File: config.mk
export PLATFORM = sky130hd
export DESIGN_NAME = i2c_slave_addr
export DESIGN_NICKNAME = d
export VERILOG_FILES = /design/src/rtl/i2c_slv_pkg.sv /design/src/rtl/i2c_slv_datapath.sv /design/src/rtl/i2c_slv_ctrl.sv /design/src/rtl/i2c_slave_addr.sv
export SDC_FILE = /design/constraint.sdc
export NUM_CORES = 1
export LEC_CHECK = 0
export BUFFER_PORTS_ARGS = -buffer_cell sky130_fd_sc_hd__buf_2
export CAP_MARGIN = 10
export CORE_ASPECT_RATIO = 0.6
export CORE_UTILIZATION = 57
export DETAILED_ROUTE_END_ITERATION = 10
export HOLD_SLACK_MARGIN = 0.02
export PLACE_DENSITY = 0.8
export SLEW_MARGIN = 20
export SYNTH_ARGS = -nofsm -noshare
export SYNTH_HDL_FRONTEND = slang
export SYNTH_SLANG_ARGS = --single-unit
File: constraint.sdc
create_clock -name clk -period 2.87 [get_ports clk]
set_input_delay 0.287 -clock clk [delete_from_list [all_inputs] [get_ports clk]]
set_output_delay 0.287 -clock clk [all_outputs]
set_load 0.01 [all_outputs]
File: src/rtl/i2c_slv_pkg.sv
package i2c_slv_pkg;

  typedef enum logic [3:0] {
    S_IDLE,   // waiting for a start
    S_ADDR,   // shifting address byte
    S_AEND,   // address complete, decide on SCL fall
    S_ACK,    // slave holds acknowledge low
    S_RX,     // shifting a data frame in
    S_REND,   // data frame complete, push and acknowledge
    S_TX,     // shifting a data frame out
    S_TEND,   // last bit out, release on SCL fall
    S_TACK,   // sample master acknowledge
    S_TNEXT,  // load next transmit frame on SCL fall
    S_WAIT    // released, waiting for stop or start
  } state_t;

  // Strobes from control to datapath
  typedef struct packed {
    logic clrFrame;
    logic cntInc;
    logic rxShift;
    logic addrPhase;
    logic txLoad;
    logic txShift;
    logic oeAck;
    logic oeOff;
    logic rxPush;
  } ctl_t;

  // Status from datapath to control
  typedef struct packed {
    logic sclRise;
    logic sclFall;
    logic startDet;
    logic stopDet;
    logic sdaBit;
    logic lastBit;
  } sts_t;

endpackage

File: src/rtl/i2c_slv_datapath.sv
module i2c_slv_datapath
  import i2c_slv_pkg::*;
#(
  parameter int ADDR_W      = 7,
  parameter int DATA_W      = 8,
  parameter int SYNC_STAGES = 2,
  localparam int AB_W  = ADDR_W + 1,
  localparam int SH_W  = (DATA_W > AB_W) ? DATA_W : AB_W,
  localparam int CNT_W = $clog2(SH_W + 1)
) (
  input  logic              clk,
  input  logic              rstN,
  input  logic              sclIn,
  input  logic              sdaIn,
  input  logic [CNT_W-1:0]  frameBits,
  input  logic [DATA_W-1:0] txByte,
  input  ctl_t              ctl,
  output sts_t              sts,
  output logic [AB_W-1:0]   addrByte,
  output logic              sdaOe,
  output logic [DATA_W-1:0] rxData,
  output logic              rxValid
);

  // Line synchronizers, idle-high reset
  logic [SYNC_STAGES-1:0] sclSync, sdaSync;
  logic sclS, sdaS, sclD, sdaD;

  generate
    if (SYNC_STAGES == 1) begin : g_sync1
      always_ff @(posedge clk or negedge rstN) begin
        if (!rstN) begin
          sclSync <= '1;
          sdaSync <= '1;
        end else begin
          sclSync <= sclIn;
          sdaSync <= sdaIn;
        end
      end
    end else begin : g_syncN
      always_ff @(posedge clk or negedge rstN) begin
        if (!rstN) begin
          sclSync <= '1;
          sdaSync <= '1;
        end else begin
          sclSync <= {sclSync[SYNC_STAGES-2:0], sclIn};
          sdaSync <= {sdaSync[SYNC_STAGES-2:0], sdaIn};
        end
      end
    end
  endgenerate

  assign sclS = sclSync[SYNC_STAGES-1];
  assign sdaS = sdaSync[SYNC_STAGES-1];

  always_ff @(posedge clk or negedge rstN) begin
    if (!rstN) begin
      sclD <= 1'b1;
      sdaD <= 1'b1;
    end else begin
      sclD <= sclS;
      sdaD <= sdaS;
    end
  end

  // Frame length handling
  logic [CNT_W-1:0] dataLen, frameLimit, bitCnt, txPad;
  assign dataLen    = (frameBits == '0 || frameBits > CNT_W'(DATA_W)) ? CNT_W'(DATA_W) : frameBits;
  assign frameLimit = ctl.addrPhase ? CNT_W'(AB_W) : dataLen;
  assign txPad      = CNT_W'(DATA_W) - dataLen;

  always_ff @(posedge clk or negedge rstN) begin
    if (!rstN)            bitCnt <= '0;
    else if (ctl.clrFrame) bitCnt <= '0;
    else if (ctl.cntInc)   bitCnt <= bitCnt + CNT_W'(1);
  end

  // Receive shifter
  logic [SH_W-1:0] rxSh;
  always_ff @(posedge clk or negedge rstN) begin
    if (!rstN)             rxSh <= '0;
    else if (ctl.clrFrame) rxSh <= '0;
    else if (ctl.rxShift)  rxSh <= {rxSh[SH_W-2:0], sdaS};
  end
  assign addrByte = rxSh[AB_W-1:0];

  always_ff @(posedge clk or negedge rstN) begin
    if (!rstN) begin
      rxData  <= '0;
      rxValid <= 1'b0;
    end else begin
      rxValid <= ctl.rxPush;
      if (ctl.rxPush) rxData <= rxSh[DATA_W-1:0];
    end
  end

  // Transmit shifter, frame left-aligned so the MSB always leads
  logic [DATA_W-1:0] txSh, txLoadVal, txShiftVal;
  assign txLoadVal  = txByte << txPad;
  assign txShiftVal = txSh << 1;

  always_ff @(posedge clk or negedge rstN) begin
    if (!rstN)            txSh <= '0;
    else if (ctl.txLoad)  txSh <= txLoadVal;
    else if (ctl.txShift) txSh <= txShiftVal;
  end

  always_ff @(posedge clk or negedge rstN) begin
    if (!rstN)            sdaOe <= 1'b0;
    else if (ctl.oeAck)   sdaOe <= 1'b1;
    else if (ctl.txLoad)  sdaOe <= ~txLoadVal[DATA_W-1];
    else if (ctl.txShift) sdaOe <= ~txShiftVal[DATA_W-1];
    else if (ctl.oeOff)   sdaOe <= 1'b0;
  end

  // Status to control
  always_comb begin
    sts.sclRise  = sclS & ~sclD;
    sts.sclFall  = ~sclS & sclD;
    sts.startDet = sclS & sclD & sdaD & ~sdaS;
    sts.stopDet  = sclS & sclD & ~sdaD & sdaS;
    sts.sdaBit   = sdaS;
    sts.lastBit  = (bitCnt == frameLimit - CNT_W'(1));
  end

  // the pull-down only moves while SCL is low
  a_r8_oe_moves_scl_low: assert property (@(posedge clk) disable iff (!rstN)
    (sdaOe != $past(sdaOe)) |-> !$past(sclS));

  // a stop leaves the line released
  a_r2_stop_releases: assert property (@(posedge clk) disable iff (!rstN)
    sts.stopDet |=> !sdaOe);

  // valid is a single-cycle strobe
  a_r7_valid_single: assert property (@(posedge clk) disable iff (!rstN)
    rxValid |=> !rxValid);

  // bit counter never runs past the widest frame
  a_r7_cnt_bound: assert property (@(posedge clk) disable iff (!rstN)
    bitCnt <= CNT_W'(SH_W));

endmodule

File: src/rtl/i2c_slv_ctrl.sv
module i2c_slv_ctrl
  import i2c_slv_pkg::*;
#(
  parameter int ADDR_W = 7,
  localparam int AB_W = ADDR_W + 1
) (
  input  logic              clk,
  input  logic              rstN,
  input  sts_t              sts,
  input  logic [AB_W-1:0]   addrByte,
  input  logic [ADDR_W-1:0] ownAddr,
  output ctl_t              ctl,
  output logic              addrHit,
  output logic              rdMode,
  output logic              txTaken
);

  state_t state, stateN;
  logic   accept, latchAddr;

  // Broadcast accepted, the 0x01 byte never
  assign accept = (addrByte != AB_W'(1)) &&
                  ((addrByte == '0) || (addrByte[AB_W-1:1] == ownAddr));

  always_comb begin
    ctl       = '0;
    stateN    = state;
    latchAddr = 1'b0;
    if (sts.startDet) begin
      ctl.clrFrame = 1'b1;
      ctl.oeOff    = 1'b1;
      stateN       = S_ADDR;
    end else if (sts.stopDet) begin
      ctl.oeOff = 1'b1;
      stateN    = S_IDLE;
    end else begin
      unique case (state)
        S_ADDR: begin
          ctl.addrPhase = 1'b1;
          if (sts.sclRise) begin
            ctl.rxShift = 1'b1;
            ctl.cntInc  = 1'b1;
            if (sts.lastBit) stateN = S_AEND;
          end
        end
        S_AEND: begin
          ctl.addrPhase = 1'b1;
          if (sts.sclFall) begin
            if (accept) begin
              ctl.oeAck = 1'b1;
              latchAddr = 1'b1;
              stateN    = S_ACK;
            end else begin
              ctl.oeOff = 1'b1;
              stateN    = S_IDLE;
            end
          end
        end
        S_ACK: begin
          if (sts.sclFall) begin
            ctl.clrFrame = 1'b1;
            if (rdMode) begin
              ctl.txLoad = 1'b1;
              stateN     = S_TX;
            end else begin
              ctl.oeOff = 1'b1;
              stateN    = S_RX;
            end
          end
        end
        S_RX: begin
          if (sts.sclRise) begin
            ctl.rxShift = 1'b1;
            ctl.cntInc  = 1'b1;
            if (sts.lastBit) stateN = S_REND;
          end
        end
        S_REND: begin
          if (sts.sclFall) begin
            ctl.rxPush = 1'b1;
            ctl.oeAck  = 1'b1;
            stateN     = S_ACK;
          end
        end
        S_TX: begin
          if (sts.sclRise) begin
            ctl.cntInc = 1'b1;
            if (sts.lastBit) stateN = S_TEND;
          end else if (sts.sclFall) begin
            ctl.txShift = 1'b1;
          end
        end
        S_TEND: begin
          if (sts.sclFall) begin
            ctl.oeOff = 1'b1;
            stateN    = S_TACK;
          end
        end
        S_TACK: begin
          if (sts.sclRise) stateN = sts.sdaBit ? S_WAIT : S_TNEXT;
        end
        S_TNEXT: begin
          if (sts.sclFall) begin
            ctl.clrFrame = 1'b1;
            ctl.txLoad   = 1'b1;
            stateN       = S_TX;
          end
        end
        default: ;
      endcase
    end
  end

  always_ff @(posedge clk or negedge rstN) begin
    if (!rstN) begin
      state   <= S_IDLE;
      rdMode  <= 1'b0;
      addrHit <= 1'b0;
      txTaken <= 1'b0;
    end else begin
      state   <= stateN;
      addrHit <= latchAddr;
      txTaken <= ctl.txLoad;
      if (sts.startDet)   rdMode <= 1'b0;
      else if (latchAddr) rdMode <= addrByte[0];
    end
  end

  // any start enters address reception
  a_r1_start_to_addr: assert property (@(posedge clk) disable iff (!rstN)
    sts.startDet |=> state == S_ADDR);

  // broadcast byte is acknowledged
  a_r4_broadcast_ack: assert property (@(posedge clk) disable iff (!rstN)
    (state == S_AEND && sts.sclFall && !sts.startDet && !sts.stopDet && addrByte == '0)
      |-> ctl.oeAck);

  // the 0x01 byte never draws an acknowledge
  a_r5_no_01_ack: assert property (@(posedge clk) disable iff (!rstN)
    (state == S_AEND && ctl.oeAck) |-> addrByte != AB_W'(1));

  // a master not-acknowledge ends sending
  a_r9_nack_ends: assert property (@(posedge clk) disable iff (!rstN)
    (state == S_TACK && sts.sclRise && sts.sdaBit && !sts.startDet && !sts.stopDet)
      |=> state == S_WAIT);

endmodule

File: src/rtl/i2c_slave_addr.sv
module i2c_slave_addr
  import i2c_slv_pkg::*;
#(
  parameter int ADDR_W      = 7,
  parameter int DATA_W      = 8,
  parameter int SYNC_STAGES = 2,
  localparam int AB_W  = ADDR_W + 1,
  localparam int SH_W  = (DATA_W > AB_W) ? DATA_W : AB_W,
  localparam int CNT_W = $clog2(SH_W + 1)
) (
  input  logic              clk,
  input  logic              rstN,
  input  logic              sclIn,
  input  logic              sdaIn,
  input  logic [ADDR_W-1:0] ownAddr,
  input  logic [CNT_W-1:0]  frameBits,
  input  logic [DATA_W-1:0] txByte,
  output logic              sdaOe,
  output logic [DATA_W-1:0] rxData,
  output logic              rxValid,
  output logic              addrHit,
  output logic              rdMode,
  output logic              txTaken
);

  ctl_t            ctl;
  sts_t            sts;
  logic [AB_W-1:0] addrByte;

  i2c_slv_datapath #(
    .ADDR_W(ADDR_W), .DATA_W(DATA_W), .SYNC_STAGES(SYNC_STAGES)
  ) u_dp (
    .clk(clk), .rstN(rstN), .sclIn(sclIn), .sdaIn(sdaIn),
    .frameBits(frameBits), .txByte(txByte), .ctl(ctl), .sts(sts),
    .addrByte(addrByte), .sdaOe(sdaOe), .rxData(rxData), .rxValid(rxValid)
  );

  i2c_slv_ctrl #(
    .ADDR_W(ADDR_W)
  ) u_ctrl (
    .clk(clk), .rstN(rstN), .sts(sts), .addrByte(addrByte), .ownAddr(ownAddr),
    .ctl(ctl), .addrHit(addrHit), .rdMode(rdMode), .txTaken(txTaken)
  );

endmodule

==> results of run 1 <==
[logic make-up (layout without fill, tap and decap cells)]
family                     Yosys count  in the layout  share of synthesized area (%)
xor gates and xnor gates            15             15                           5.83
adders and majority gates            3              3                           1.58
AOI/OAI and AO/OA                   45             45                           13.4
muxes                               23             23                           10.8
and+or+nand+nor                    104            104                           21.2
buffers and inverters               15             58                           2.78
DFF                                 42             42                           44.4
[area by class of cell]
cell class / instances / area [um2] / area share [%]
Tap cell: 47 / 58.8 / 2.14
Clock buffer: 8 / 80.1 / 2.92
Inverter: 5 / 18.8 / 0.684
Multi-Input combinational cell: 190 / 1280 / 46.5
Timing Repair Buffer: 45 / 250 / 9.12
Sequential cell: 42 / 1060 / 38.6
[worst reg2reg max path, delay by kind of cell (launching register included)]
| family | cells | cell delay (ns) |
|---|---|---|
| simple gates | 3 | 0.32 |
| fa+ha+maj | 1 | 0.35 |
| compound gates | 5 | 1.02 |
| xor+xnor | 1 | 0.20 |
| flops | 1 | 0.57 |
| buf+inv | 1 | 0.17 |
[synth_stat cells (all sizes together) (5+ instances only)]
master / count
xnor2: 11
nor3: 5
a21oi: 9
buf: 6
nand2b: 8
o21ai: 11
or3: 6
dfstp: 6
nor2b: 5
nand3: 6
mux2i: 20
nor2: 23
inv: 5
dfrtp: 36
nand2: 36
nand3b: 5
[path summary, 6_finish.rpt]
| check | from | end | slack (ns) |
|---|---|---|---|
| setup reg to reg | u_dp.sclSync[1]$_DFF_PN1_ | u_ctrl.state[1]$_DFFE_PN0P_ | 0.18 |
| max in group asynchronous | rstN | u_dp.rxData[1]$_DFFE_PN0P_ | 2.16 |
| setup / recovery | u_dp.sclSync[1]$_DFF_PN1_ | u_ctrl.state[1]$_DFFE_PN0P_ | 0.18 |
| hold reg to reg | u_dp.sclSync[0]$_DFF_PN1_ | u_dp.sclSync[1]$_DFF_PN1_ | 0.36 |
| hold / removal | sdaIn | u_dp.sdaSync[0]$_DFF_PN1_ | 0.09 |
| min in group asynchronous | rstN | u_dp.addrByte[7]$_DFFE_PN0P_ | 0.13 |
[metal layers]
metal	GRT usage [%]	up-vias	part of all wire, %
li1	-	953	-
met1	39.8	943	49
met2	36.9	75	43
met3	7.30	5	7.8
met4	6.94	0	0.71
met5	0	-	0
[stage by stage]
| stage | hold slack, ns | total power [W] | cells | setup WS [ns] | utilization, % |
|---|---|---|---|---|---|
| global placement | 0.351 | 0.00161 | 326 | 0.176 | 68.5 |
| floorplan | -0.00859 | 0.00142 | 247 | 0.332 | - |
| CTS | 0.0862 | 0.00203 | 336 | 0.0216 | 70.9 |
| global route | 0.0753 | 0.00221 | 337 | 0.0316 | 71.6 |
| finish | 0.0926 | 0.00207 | 337 | 0.182 | 71.6 |
| detailed placement | 0.348 | 0.00164 | 326 | -0.0423 | 68.5 |
[what timing repair did]
item / CTS / global route
pin swaps: 1 / 3
setup endpoints to repair: 1 / 3
resized for setup: 0 / 3
buffers inserted: 2 / 1
endpoints found under the hold margin: 0 / 0
[registers in the layout, summed over array words and instances (netlist names)]
signal and flops:
u_ctrl.addrHit 1, u_ctrl.rdMode 1, u_ctrl.state 4, u_ctrl.txTaken 1
u_dp.addrByte 8, u_dp.bitCnt 4, u_dp.rxData 8, u_dp.rxValid 1
u_dp.sclD 1, u_dp.sclSync 2, u_dp.sdaD 1, u_dp.sdaOe 1
u_dp.sdaSync 2, u_dp.txSh 7
[layout by cell type (no fill, tap or decap), drive strengths merged, types with 2 or more instances in the layout]
cell,count
a21bo,2
buf,45
nand2,36
clkbuf,8
nor3b,2
mux4,2
xor2,4
dfrtp,36
ha,3
a211oi,2
a311oi,3
nand2b,8
o22ai,2
a31oi,2
mux2i,20
nor2,23
o211ai,3
nand4,4
nor2b,5
o31ai,2
inv,5
o31a,2
xnor2,11
nor3,5
a21oi,9
nand3b,5
dfstp,6
nand3,6
or3,6
o21ai,11
[report_power, final]
| part | switching (W) | internal (W) |
|---|---|---|
| Clock | 0.000181 | 0.000173 |
| Sequential | 0.000115 | 0.000730 |
| Combinational | 0.000467 | 0.000404 |
| Total | 0.000763 | 0.00131 |
==> results.tsv, run 1 <==
stage	metric	value	unit
synthesis	top cell type's share of synthesized area	37.8	%
placed_design	DP HPWL	3870	um
sta	max_slew headroom	38.6	%
setup_path	critical path arrival	2.91	ns
power_and_ir_drop	worst vdd ir	0.481	mV
global_route	number of global-route vias before repair	1804	
setup_path	CP most frequent cell	nand2_1	
setup_path	Crit Path Max Fanout	6	
sta	RSZ-0062 raised after global routing	false	
setup_path	R2R depth	11	
final_layout	# diodes	0	
clock_tree	Clock Latency Late Sink	0.29	ns
synthesis	number of synthesized flops with an enable pin	0	
sta	Slew @ Worst Pin	0.920	ns
synthesis	Avg Cell Area, Syn	9.64	um2
clock_tree	CTS Buf Count	5	
setup_path	WP buf/inv	1	
global_route	Global Route Usage Sum	26.3	%
synthesis	Netlist cell types	51	
die	core area	0.00383	mm2
route	Total Wirelength	5230	um
placed_design	dpl cell area	0.00262	mm2
synthesis	YS warnings	0	
global_route	first-pass GRT wire length	8780	um
clock_tree	clock sinks	42	
synthesis	Synth Flop Type	dfrtp_1	
setup_path	WS Path Type	reg -> reg	
setup_path	CP Cell Sequence	nand2_1, o211ai_1, nand2_1, ha_1, xnor2_2, nor2_1, a311oi_2, a211oi_2, buf_4, a21bo_1, a21oi_1	
sta	crit share post-route	93.7	%
synthesis	sequential area share after synthesis	44.4	%
clock_tree	number of hold buffers added after cts	0	
route	Iter 0 DRT Violations	133	
synthesis	Area contributors post-synth	dfrtp_1, mux2i_1, dfstp_2	
setup_path	critical path's slowest cell	dfstp_2	
placed_design	IO Port Bufs	35	
setup_path	Startpoint Class	register	
route	DRC viols	0	
sta	Achievable Freq	372	MHz
synthesis	Yosys reg bits	42	
final_layout	Final #Nets	315	
die	Die Y-Extent	52.1	um
final_layout	share of cells above drive strength 1	25.5	%
sta	Hold Vio Cnt, Final	0	
synthesis	leading area contributor after synthesis	dfrtp_1	
synthesis	ys async rst share	100	%
synthesis	Post-Syn Area	0.00238	mm2
setup_path	Worst Setup End Kind	register	
sta	Worst Clk Skew	0.00755	ns
route	vias	1976	
final_layout	post-route cell area	0.00274	mm2
synthesis	Synthesized Nets	273	
route	WL per Instance	15.5	um
global_route	initial antenna violation count	0	
power_and_ir_drop	Pwr per Cell Area	755	mW/mm2
route	vias per cell	5.86	
clock_tree	clock-pin transition on the worst setup and hold timing paths	0.07	ns
global_route	total grt overflow	0	
clock_tree	H-tree Lvls	2	
clock_tree	CTS max path bufs	2	
die	Top Ports	36	
hold_path	Hold Path Depth	1	
route	Initial DRT Pass Iterations	4	
die	die area	0.00445	mm2
route	Final ANT Viol Nets	0	
global_route	largest net degree at the start of global routing	43	
status	status	finished, final reports clean	
synthesis	post-synthesis instance total	247	
setup_path	Crit path depth	11	
hold_path	Tightest Hold Check Type	in -> reg	
setup_path	max incr delay on CP	0.57	ns
sta	Final Critical Period	2.69	ns
sta	Fin Setup TNS	0	ns
setup_path	Req. time, crit path	3.09	ns
sta	fin. max-slew vios	0	
die	Initial Util	62.2	%
die	row count	17	
sta	Final setup viols	0	
setup_path	Top Family by Delay on Critical Path	compound AO/OA/AOI/OAI gates	
flow_run	Max Cap Viol	0	
final_layout	Syn-to-layout area delta	15.1	%
power_and_ir_drop	total leakage power	1.38	nW
clock_tree	CTS tree	yes	
clock_tree	root buf cell	clkbuf_8	
placed_design	GPL Wtd Cong	0.884	
final_layout	# fillers	302	
die	Die X-Extent	85.5	um
(Power assumes the default switching activity.)
==> run 2: changes to the inputs <==
==> constraint.sdc (replaced) <==
create_clock -name clk -period 2.87 [get_ports clk]
set_input_delay 0.1435 -clock clk [delete_from_list [all_inputs] [get_ports clk]]
set_output_delay 0.1435 -clock clk [all_outputs]
set_load 0.01 [all_outputs]
==> run 2 against run 1 <==
  * Sequential power is essentially flat
  * Die area is the same
  * Hold slack gained 0.088 ns
  * First-iteration DRC count grew 63%
  * Setup slack lost 0.075 ns
  * Wire length grew 2.1%
  * Register-to-register slack lost 0.07 ns
  * Clock skew grew 0.0023 ns
  * Critical endpoint is now u_ctrl.state[0]$_DFFE_PN0P_
  * Highest routed layer unchanged
==> results.tsv, run 2 (synthesis results as in run 1) <==
stage	metric	value	unit
sta	Slew @ Worst Pin	0.914	ns
global_route	Global Route Usage Sum	27.5	%
global_route	largest net degree at the start of global routing	43	
sta	max_slew headroom	39.1	%
power_and_ir_drop	total leakage power	1.41	nW
sta	Hold Vio Cnt, Final	0	
setup_path	Worst Setup End Kind	register	
sta	Final setup viols	0	
setup_path	CP Cell Sequence	nand2_1, o211ai_1, nand2_1, ha_1, xnor2_1, nor2_1, a311oi_2, a211oi_2, buf_4, o31a_2	
status	status	finished, final reports clean	
route	vias	1955	
route	vias per cell	5.73	
die	Top Ports	36	
placed_design	IO Port Bufs	35	
final_layout	share of cells above drive strength 1	26.2	%
global_route	initial antenna violation count	0	
clock_tree	clock-pin transition on the worst setup and hold timing paths	0.08	ns
power_and_ir_drop	P_sw	0.000766	W
placed_design	DP HPWL	3950	um
clock_tree	CTS Buf Count	5	
final_layout	# diodes	0	
sta	crit share post-route	96.3	%
final_layout	# fillers	285	
route	Final ANT Viol Nets	0	
sta	Achievable Freq	362	MHz
final_layout	Syn-to-layout area delta	17.2	%
setup_path	Startpoint Class	register	
global_route	number of global-route vias before repair	1895	
clock_tree	clock sinks	42	
setup_path	Top Family by Delay on Critical Path	compound AO/OA/AOI/OAI gates	
die	Initial Util	62.2	%
clock_tree	CTS tree	yes	
power_and_ir_drop	Pwr per Cell Area	747	mW/mm2
die	Die Y-Extent	52.1	um
sta	Final Critical Period	2.76	ns
die	row count	17	
route	Initial DRT Pass Iterations	5	
setup_path	Crit Path Max Fanout	6	
placed_design	GPL Wtd Cong	0.848	
sta	Fin Setup TNS	0	ns
power_and_ir_drop	Flop pwr share	40.5	%
power_and_ir_drop	switch share	36.7	%
sta	fin. max-slew vios	0	
global_route	first-pass GRT wire length	9100	um
flow_run	Max Cap Viol	0	
die	die area	0.00445	mm2
die	Die X-Extent	85.5	um
global_route	total grt overflow	0	
sta	Worst Clk Skew	0.00990	ns
route	Iter 0 DRT Violations	217	
clock_tree	H-tree Lvls	2	
clock_tree	root buf cell	clkbuf_8	
setup_path	critical path's slowest cell	dfstp_2	
power_and_ir_drop	Clk network pwr share	18.7	%
power_and_ir_drop	cell-internal power	0.00132	W
clock_tree	Clock Latency Late Sink	0.30	ns
final_layout	Final #Nets	319	
setup_path	max incr delay on CP	0.57	ns
power_and_ir_drop	worst vdd ir	0.457	mV
setup_path	critical path arrival	2.95	ns
route	Total Wirelength	5340	um
route	DRC viols	0	
die	core area	0.00383	mm2
final_layout	commonest non-fill, non-tap cells in the layout	nand2_1, dfrtp_1, buf_2	
setup_path	setup slack, reg-to-reg	0.11	ns
clock_tree	CTS max path bufs	2	
power_and_ir_drop	Logic pwr share	40.8	%
setup_path	WP buf/inv	1	
route	WL per Instance	15.6	um
setup_path	Req. time, crit path	3.06	ns
setup_path	CP most frequent cell	nand2_1	
hold_path	Tightest Hold Check Type	in -> reg	
power_and_ir_drop	Total Power Consumption	0.00209	W
setup_path	WS Path Type	reg -> reg	
sta	final hold slack	0.181	ns
run 2: cell count changes in the layout (fill, tap and decap cells not counted), sizes merged:
cell / before / now
dlygate4sd3: 0 / 3
buf: 45 / 46
clkbuf: 8 / 7
clkinv: 0 / 1
run 2: worst paths after layout:
| check | from | endpoint | cells past startpoint |
|---|---|---|---|
| worst max-delay path | u_dp.sclSync[1]$_DFF_PN1_ | u_ctrl.state[0]$_DFFE_PN0P_ | 10 |
| worst min-delay path | txByte[0] | u_dp.txSh[0]$_DFFE_PN0P_ | 3 |
| worst max register to register | u_dp.sclSync[1]$_DFF_PN1_ | u_ctrl.state[0]$_DFFE_PN0P_ | 10 |
| worst min register to register | u_dp.sclSync[0]$_DFF_PN1_ | u_dp.sclSync[1]$_DFF_PN1_ | 0 |
| max in group asynchronous | rstN | u_dp.addrByte[1]$_DFFE_PN0P_ | 2 |
| min in group asynchronous | rstN | u_ctrl.state[2]$_DFFE_PN0P_ | 2 |
run 2: routing by layer:
metal	vias to the layer above	GRT usage [%]	share of wire, %
met4	0	7.22	0.43
li1	962	-	-
met5	-	0	0
met2	55	39.9	42
met1	934	40.7	50
met3	4	7.30	6.7
run 2: through the flow:
step                      cells  instance area (um2)  util (%)  setup slack [ns]
final                       341                 2790      72.9             0.107
after detailed placement    328                 2640      68.9          -0.00727
after CTS                   339                 2760      72.0            0.0388
after floorplan             247                 2380         -             0.332
after global routing        341                 2790      72.9           -0.0367
after global placement      328                 2640      68.9             0.145
run 2: timing repair:
item | CTS | global route
resized for setup | 0 | 3
hold buffers | 3 | 0
hold endpoints to repair | 12 | 0
pin swaps | 1 | 2
buffers inserted | 0 | 2
setup endpoints to repair | 1 | 3
run 2: layout make-up:
cell class	count	area [um2]	area share [%]
clock inverter	1	5.00	0.179
inverter	5	18.8	0.672
timing repair buffer	49	288	10.3
tap	47	58.8	2.11
sequential	42	1060	37.9
clock buffer	7	86.3	3.09
multi-input combinational	190	1280	45.7
run 2: worst reg2reg max path: stages, from the launching register on:
cell	delay, ns
dfstp_2	0.57
nand2_1	0.10
o211ai_1	0.39
nand2_1	0.12
ha_1	0.32
xnor2_1	0.23
nor2_1	0.09
a311oi_2	0.30
a211oi_2	0.10
buf_4	0.17
o31a_2	0.27
run 2: power groups by stage:
stage / Clock (W) / Combinational [W] / Sequential, W
final: 0.000390 / 0.000851 / 0.000844
after global placement: 0 / 0.000759 / 0.000846
after global routing: 0.000424 / 0.000940 / 0.000862
after floorplan: 0 / 0.000575 / 0.000844
after CTS: 0.000396 / 0.000798 / 0.000840
after detailed placement: 0 / 0.000788 / 0.000850
